<file path="src/rtl/adc_rd_pkg.sv">
package adc_rd_pkg;
  typedef enum logic [1:0] {
    ST_IDLE  = 2'd0,
    ST_SETUP = 2'd1,
    ST_RUN   = 2'd2,
    ST_GAP   = 2'd3
  } rd_state_e;
endpackage

</file>
<file path="src/rtl/adc_rd_clkdiv.sv">
module adc_rd_clkdiv #(
  parameter int HALF_DIV = 25
) (
  input  logic clk_i,
  input  logic rst_ni,
  input  logic run_i,
  output logic tick_o
);
  localparam int CW = (HALF_DIV > 1) ? $clog2(HALF_DIV) : 1;
  localparam logic [CW-1:0] LAST = CW'(HALF_DIV - 1);

  logic [CW-1:0] cnt_q;

  assign tick_o = run_i && (cnt_q == LAST);

  always_ff @(posedge clk_i or negedge rst_ni) begin
    if (!rst_ni)                cnt_q <= '0;
    else if (!run_i || tick_o)  cnt_q <= '0;
    else                        cnt_q <= cnt_q + 1'b1;
  end

  a_r3_cnt_cleared_idle: assert property (@(posedge clk_i) disable iff (!rst_ni)
    !run_i |=> cnt_q == '0);
endmodule

</file>
<file path="src/rtl/adc_rd_shifter.sv">
module adc_rd_shifter #(
  parameter int W = 16
) (
  input  logic         clk_i,
  input  logic         rst_ni,
  input  logic         en_i,
  input  logic         bit_i,
  output logic [W-1:0] word_o
);
  always_ff @(posedge clk_i or negedge rst_ni) begin
    if (!rst_ni)   word_o <= '0;
    else if (en_i) word_o <= {word_o[W-2:0], bit_i};
  end

  a_r4_hold_without_en: assert property (@(posedge clk_i) disable iff (!rst_ni)
    !en_i |=> $stable(word_o));
endmodule

</file>
<file path="src/rtl/adc_frame_reader.sv">
module adc_frame_reader
  import adc_rd_pkg::*;
#(
  parameter int SYS_CLK_HZ = 200_000_000,
  parameter int HALF_DIV   = 25,
  parameter int FRAME_CLKS = 20,
  parameter int DATA_W     = 16,
  parameter int GAP_W      = 16
) (
  input  logic              clk_i,
  input  logic              rst_ni,
  input  logic              start_i,
  input  logic              cont_i,
  input  logic [GAP_W-1:0]  gap_i,
  input  logic              sdata_i,
  output logic              cs_no,
  output logic              sclk_o,
  output logic [DATA_W-1:0] data_o,
  output logic              valid_o,
  output logic              busy_o
);
  localparam longint NS       = 1_000_000_000;
  localparam longint SCLK_HZ  = longint'(SYS_CLK_HZ) / (2 * longint'(HALF_DIV));
  localparam longint PH_NSX   = longint'(HALF_DIV) * NS;       // phase length * f_sys
  localparam longint MIN_GAPL = (20 * longint'(SYS_CLK_HZ) + NS - 1) / NS;
  localparam int     MIN_GAP_CYC = (MIN_GAPL < 1) ? 1 : int'(MIN_GAPL);
  localparam int     DATA_START  = 2;
  localparam int     DATA_END    = DATA_START + DATA_W - 1;
  localparam int     CNT_W       = $clog2(FRAME_CLKS + 1);
  localparam bit     CFG_OK = (SCLK_HZ >= 1_000_000) && (SCLK_HZ <= 5_000_000) &&
                              (PH_NSX >= 20 * longint'(SYS_CLK_HZ)) &&
                              (FRAME_CLKS >= 20) && (FRAME_CLKS >= DATA_END) &&
                              (MIN_GAP_CYC < (1 << GAP_W));

  if (!CFG_OK) begin : g_cfg_err
    $error("adc_frame_reader: serial clock, frame or gap parameters out of range");
  end

  rd_state_e           state_q;
  logic                tick, sclk_q, cs_q, valid_q;
  logic [CNT_W-1:0]    rise_q, next_rise;
  logic [GAP_W-1:0]    gap_q, gap_len;
  logic [DATA_W-1:0]   word, data_q;
  logic                run, rise_now, cap_en;

  assign run       = (state_q == ST_SETUP) || (state_q == ST_RUN);
  assign rise_now  = (state_q == ST_RUN) && tick && !sclk_q;
  assign next_rise = rise_q + 1'b1;
  assign cap_en    = rise_now && (next_rise >= CNT_W'(DATA_START)) &&
                     (next_rise <= CNT_W'(DATA_END));
  assign gap_len   = (gap_i < GAP_W'(MIN_GAP_CYC)) ? GAP_W'(MIN_GAP_CYC) : gap_i;

  adc_rd_clkdiv #(.HALF_DIV(HALF_DIV)) u_div (
    .clk_i (clk_i),
    .rst_ni(rst_ni),
    .run_i (run),
    .tick_o(tick)
  );

  adc_rd_shifter #(.W(DATA_W)) u_shift (
    .clk_i (clk_i),
    .rst_ni(rst_ni),
    .en_i  (cap_en),
    .bit_i (sdata_i),
    .word_o(word)
  );

  always_ff @(posedge clk_i or negedge rst_ni) begin
    if (!rst_ni) begin
      state_q <= ST_IDLE;
      cs_q    <= 1'b1;
      sclk_q  <= 1'b1;
      rise_q  <= '0;
      valid_q <= 1'b0;
      gap_q   <= '0;
      data_q  <= '0;
    end else begin
      valid_q <= 1'b0;
      unique case (state_q)
        ST_IDLE: if (start_i) begin
          state_q <= ST_SETUP;
          cs_q    <= 1'b0;
        end
        ST_SETUP: if (tick) begin
          state_q <= ST_RUN;
          sclk_q  <= 1'b0;
          rise_q  <= '0;
        end
        ST_RUN: if (tick) begin
          if (!sclk_q) begin
            sclk_q <= 1'b1;
            rise_q <= next_rise;
          end else if (rise_q == CNT_W'(FRAME_CLKS)) begin
            // hold one phase after the last rise, then deselect
            state_q <= ST_GAP;
            cs_q    <= 1'b1;
            valid_q <= 1'b1;
            data_q  <= word;
            gap_q   <= gap_len - 1'b1;
          end else begin
            sclk_q <= 1'b0;
          end
        end
        ST_GAP: begin
          if (gap_q == '0) begin
            if (cont_i) begin
              state_q <= ST_SETUP;
              cs_q    <= 1'b0;
            end else begin
              state_q <= ST_IDLE;
            end
          end else begin
            gap_q <= gap_q - 1'b1;
          end
        end
        default: state_q <= ST_IDLE;
      endcase
    end
  end

  assign cs_no   = cs_q;
  assign sclk_o  = sclk_q;
  assign data_o  = data_q;
  assign valid_o = valid_q;
  assign busy_o  = (state_q != ST_IDLE);

  a_r5_valid_one_cycle: assert property (@(posedge clk_i) disable iff (!rst_ni)
    valid_q |=> !valid_q);
  a_r5_valid_at_deselect: assert property (@(posedge clk_i) disable iff (!rst_ni)
    valid_q |-> $rose(cs_q));
  a_r9_idle_parked: assert property (@(posedge clk_i) disable iff (!rst_ni)
    (state_q == ST_IDLE) |-> (cs_q && sclk_q));
  a_r2_select_with_sclk_high: assert property (@(posedge clk_i) disable iff (!rst_ni)
    $fell(cs_q) |-> sclk_q);
  a_r3_sclk_low_only_selected: assert property (@(posedge clk_i) disable iff (!rst_ni)
    !sclk_q |-> !cs_q);
  a_r4_capture_before_rise: assert property (@(posedge clk_i) disable iff (!rst_ni)
    cap_en |=> (sclk_q && !cs_q));
  a_r6_busy_blocks_start: assert property (@(posedge clk_i) disable iff (!rst_ni)
    (state_q == ST_RUN && start_i) |=> (state_q != ST_SETUP));
endmodule

</file>
<file path="config.mk">
export PLATFORM = sky130hd
export DESIGN_NAME = adc_frame_reader
export DESIGN_NICKNAME = d
export VERILOG_FILES = /design/src/rtl/adc_rd_pkg.sv /design/src/rtl/adc_rd_clkdiv.sv /design/src/rtl/adc_rd_shifter.sv /design/src/rtl/adc_frame_reader.sv
export SDC_FILE = /design/constraint.sdc
export NUM_CORES = 1
export LEC_CHECK = 0
export ABC_CLOCK_PERIOD_IN_PS = 3800
export BUFFER_PORTS_ARGS = -buffer_cell sky130_fd_sc_hd__buf_2
export CELL_PAD_IN_SITES_DETAIL_PLACEMENT = 0
export CELL_PAD_IN_SITES_GLOBAL_PLACEMENT = 1
export CORE_UTILIZATION = 40
export CTS_CLUSTER_SIZE = 28
export DETAILED_ROUTE_END_ITERATION = 7
export PLACE_DENSITY = 0.68
export SLEW_MARGIN = 10
export SYNTH_ARGS = -nofsm -noshare
export SYNTH_HDL_FRONTEND = slang
export SYNTH_HIERARCHICAL = 1
export SYNTH_SLANG_ARGS = --single-unit
</file>
<file path="constraint.sdc">
create_clock -name clk_i -period 3.8 [get_ports clk_i]
set_input_delay 0.76 -clock clk_i [delete_from_list [all_inputs] [get_ports clk_i]]
set_output_delay 0.76 -clock clk_i [all_outputs]
set_load 0.01 [all_outputs]
</file>
==> impl_metrics.toml <==
[hold_path]
min_path_type = "in -> async"

[floorplanning]
ios = 41
die_x_um = 97.7
die_height_um = 97.7
placementRows = 34
start_util_pct = 41.6
die_area_um2 = 9540
core_area_um2 = 8810

[power]
clock_power_share_pct = 48.0
seqPwrFrac_pct = 48.4
pwr_density_cell_nw_per_um2 = 332
switchingPower_uw = 333
leakagePower_uw = 0.00199
combPwrFrac_pct = 3.6
vdd_drop_max_mv = 0.165
netSwitchingFraction_pct = 23.8
p_int_uw = 1070

[synthesis]
synth_edf_count = 0
ys_warn_count = 6
yosysTopAreaCellShare_pct = 41.7
synthTopCellsByArea = "dfrtp_1 (42%), nand2_1 (7.6%), mux2_4 (4.1%)"
ys_types = 62
ys.flop_type = "dfrtp_1"
synth_area_um2 = 3660
synthCells = 388
ys_seq_area_share_pct = 43.1
async_flop_share_pct = 100
avgSynthCellArea_um2 = 9.43
yosysTopAreaCell = "dfrtp_1"
synth_nets = 419
ys_ff_latch = 63

[job]
maxCapViolations = 0

[routing]
drt-initial-drc-count = 111
vias = 3005
wire_per_inst_um = 16.2
first_pass_iters = 8
vias_per_cell = 5.51
ant_nets = 0
route.detailed.drc = 2
wl_um = 8800

[cts]
worstSkewPairLatency_ps = 360
cts_sinks = 63
cts_root_buf = "clkbuf_8"
htreeDepth = 3
cts_inserted_buffers = 9
cts_tree = "yes"
ctsHoldBuffers = 0
clkSlewWorstSetupHoldPaths_ps = 80
post_cts_resized = 0
post_cts_buffers = 0
cts_buffer_depth = 2

[layout]
synthToLayoutAreaGrowth_pct = 14.9
fin_util_pct = 47.8
nets = 463
fin_area_um2 = 4210
diodes = 0
drive_above_1_share_pct = 23.3
fin_cells = 545

[timing]
final_hold_viol_count = 0
tightest_slew_ps = 1060
fin_crit_ps = 3270
fmax_mhz = 305
rsz0062_at_grt = "no"
slew_headroom_pct = 29.4
setup_slack_ps = 525
finalSetupViolations = 0
slew_violations = 0
fin_crit_sh_pct = 86.2
skew_ps = 14.4
setup_tns_ps = 0

[critical_path]
slowest_delay_ps = 550
crit_arrival_ps = 3520
crit_path_max_fanout = 6
crit_slowest_cell = "or4_4"
crit_family = "simple AND/OR/NAND/NOR gates"
critPathRequiredTime_ps = 4050
path_buf_inv = 1
worstSetupPathType = "in -> reg"
critPathCaptureType = "flip-flop"
path_cells = "buf_2 > or4_4 > nor3_4 > nand3b_1 > and3_1 > a21oi_1 > ha_1 > nand2_1 > a21o_1 > nor4_1 > a31oi_1 > and4_1"
startpoint_type = "primary input"

[placed_design]
gp_congestion = 0.810
io_buffers = 40
dpl.hpwl_um = 6360
dp_cells = 529
placed_area_um2 = 3980
pre_cts_ws_ps = 176

[global_routing]
grt_first_pass_wirelength_um = 14900
grt_max_degree = 32
grt_pass1_vias = 2967
grt_remaining_overflow = 0
antenna_found_initial = 0
grt.total_usage_pct = 20.1

[run_status]
status = "finished, violations left"
failed_checks = "design-rule violations"
final timing paths:
| kind | start | end | slack, ps | cells past startpoint |
|---|---|---|---|---|
| setup / recovery | gap_i[12] | gap_q[12] | 530 | 12 |
| hold / removal | rst_ni | gap_q[12] | 460 | 1 |
| setup reg to reg | state_q[1] | gap_q[12] | 600 | 10 |
| hold reg to reg | u_shift/word_o[15] | data_o[15] | 470 | 2 |
| max in group asynchronous | rst_ni | data_o[6] | 2330 | 3 |
| min in group clk_i | u_shift/word_o[15] | data_o[15] | 470 | 2 |
cells by family after synthesis:
kind of cell	synth area share [%]
AOI/OAI and AO/OA	16.0
xor gates and xnor gates	2.63
adders and majority gates	3.42
buffers and inverters	3.97
DFF	43.1
muxes	8.21
and+or+nand+nor	22.6
flip-flops by register name, summed over array words and instances (netlist names):
register        flops
cs_no               1
data_o             16
gap_q              16
rise_q              5
sclk_o              1
state_q             2
u_div/cnt_q         5
u_shift/word_o     16
valid_o             1
worst register-to-register path, delay by kind of cell (launching register included):
| family | cells | cell delay, ps |
|---|---|---|
| buffers and inverters | 1 | 360 |
| AO/OA/AOI/OAI | 3 | 510 |
| AND/OR/NAND/NOR | 4 | 1040 |
| adder cells (fa/ha/maj) | 2 | 770 |
| flip-flops | 1 | 400 |
power by group through the flow:
stage | combinational [uW] | clock, uW | sequential (uW)
after floorplan | 14.5 | 0 | 689
after global placement | 50.9 | 0 | 689
after detailed placement | 51.5 | 0 | 690
after CTS | 51.9 | 692 | 676
after global routing | 57.5 | 717 | 677
final | 50.3 | 672 | 676
final cells by class:
cell class | instances | area (um^2)
Clock buffer | 9 | 124
Clock inverter | 7 | 101
Fill cell | 849 | 4600
Inverter | 14 | 52.6
Multi-Input combinational cell | 294 | 1940
Sequential cell | 63 | 1580
Tap cell | 108 | 135
Timing Repair Buffer | 50 | 275
layer usage:
metal	part of all wire [%]	up-vias	global-route usage, %
met4	0.85	0	6.64
li1	-	1482	-
met3	3.8	8	4.60
met5	0	-	0
met1	50	1460	26.9
met2	45	55	32.0
synthesized netlist by cell type, types with 4 or more instances:
master / n
o21ai_0: 21
a211oi_1: 5
a21oi_1: 15
mux2i_1: 6
inv_1: 14
a31oi_1: 8
dfrtp_1: 61
nor3_1: 14
nor2_1: 30
or3_1: 5
nand3_1: 10
clkbuf_1: 10
mux2_2: 8
o22ai_1: 7
ha_1: 10
xor2_1: 8
nand2_1: 74
mux2_4: 10
buf_2: 4
a221oi_1: 4
and2_1: 4
stage by stage:
step / hold slack, ps / total power (uW)
final: 456 / 1400
after global placement: 453 / 740
after global routing: 498 / 1450
after detailed placement: 456 / 741
after floorplan: 435 / 703
after CTS: 470 / 1420
cell usage in the layout, fill, tap and decap left out, types with 3 or more instances in the layout:
| master | Yosys | layout |
|---|---|---|
| nand2_1 | 74 | 74 |
| dfrtp_1 | 61 | 61 |
| buf_2 | 4 | 40 |
| nor2_1 | 30 | 30 |
| o21ai_0 | 21 | 21 |
| inv_1 | 14 | 14 |
| nor3_1 | 14 | 14 |
| a21oi_1 | 15 | 14 |
| nand3_1 | 10 | 10 |
| ha_1 | 10 | 10 |
| buf_4 | 0 | 10 |
| mux2_4 | 10 | 10 |
| clkbuf_8 | 0 | 9 |
| a31oi_1 | 8 | 8 |
| xor2_1 | 8 | 8 |
| mux2_2 | 8 | 8 |
| o22ai_1 | 7 | 7 |
| mux2i_1 | 6 | 6 |
| or3_1 | 5 | 5 |
| a211oi_1 | 5 | 5 |
| and2_1 | 4 | 4 |
| a221oi_1 | 4 | 4 |
| and3_1 | 3 | 3 |
| nand4b_1 | 3 | 3 |
| a21o_1 | 3 | 3 |
| a211o_1 | 3 | 3 |
| nor3b_1 | 3 | 3 |
| xnor2_1 | 3 | 3 |
| inv_6 | 0 | 3 |
(Power assumes the default switching activity.)
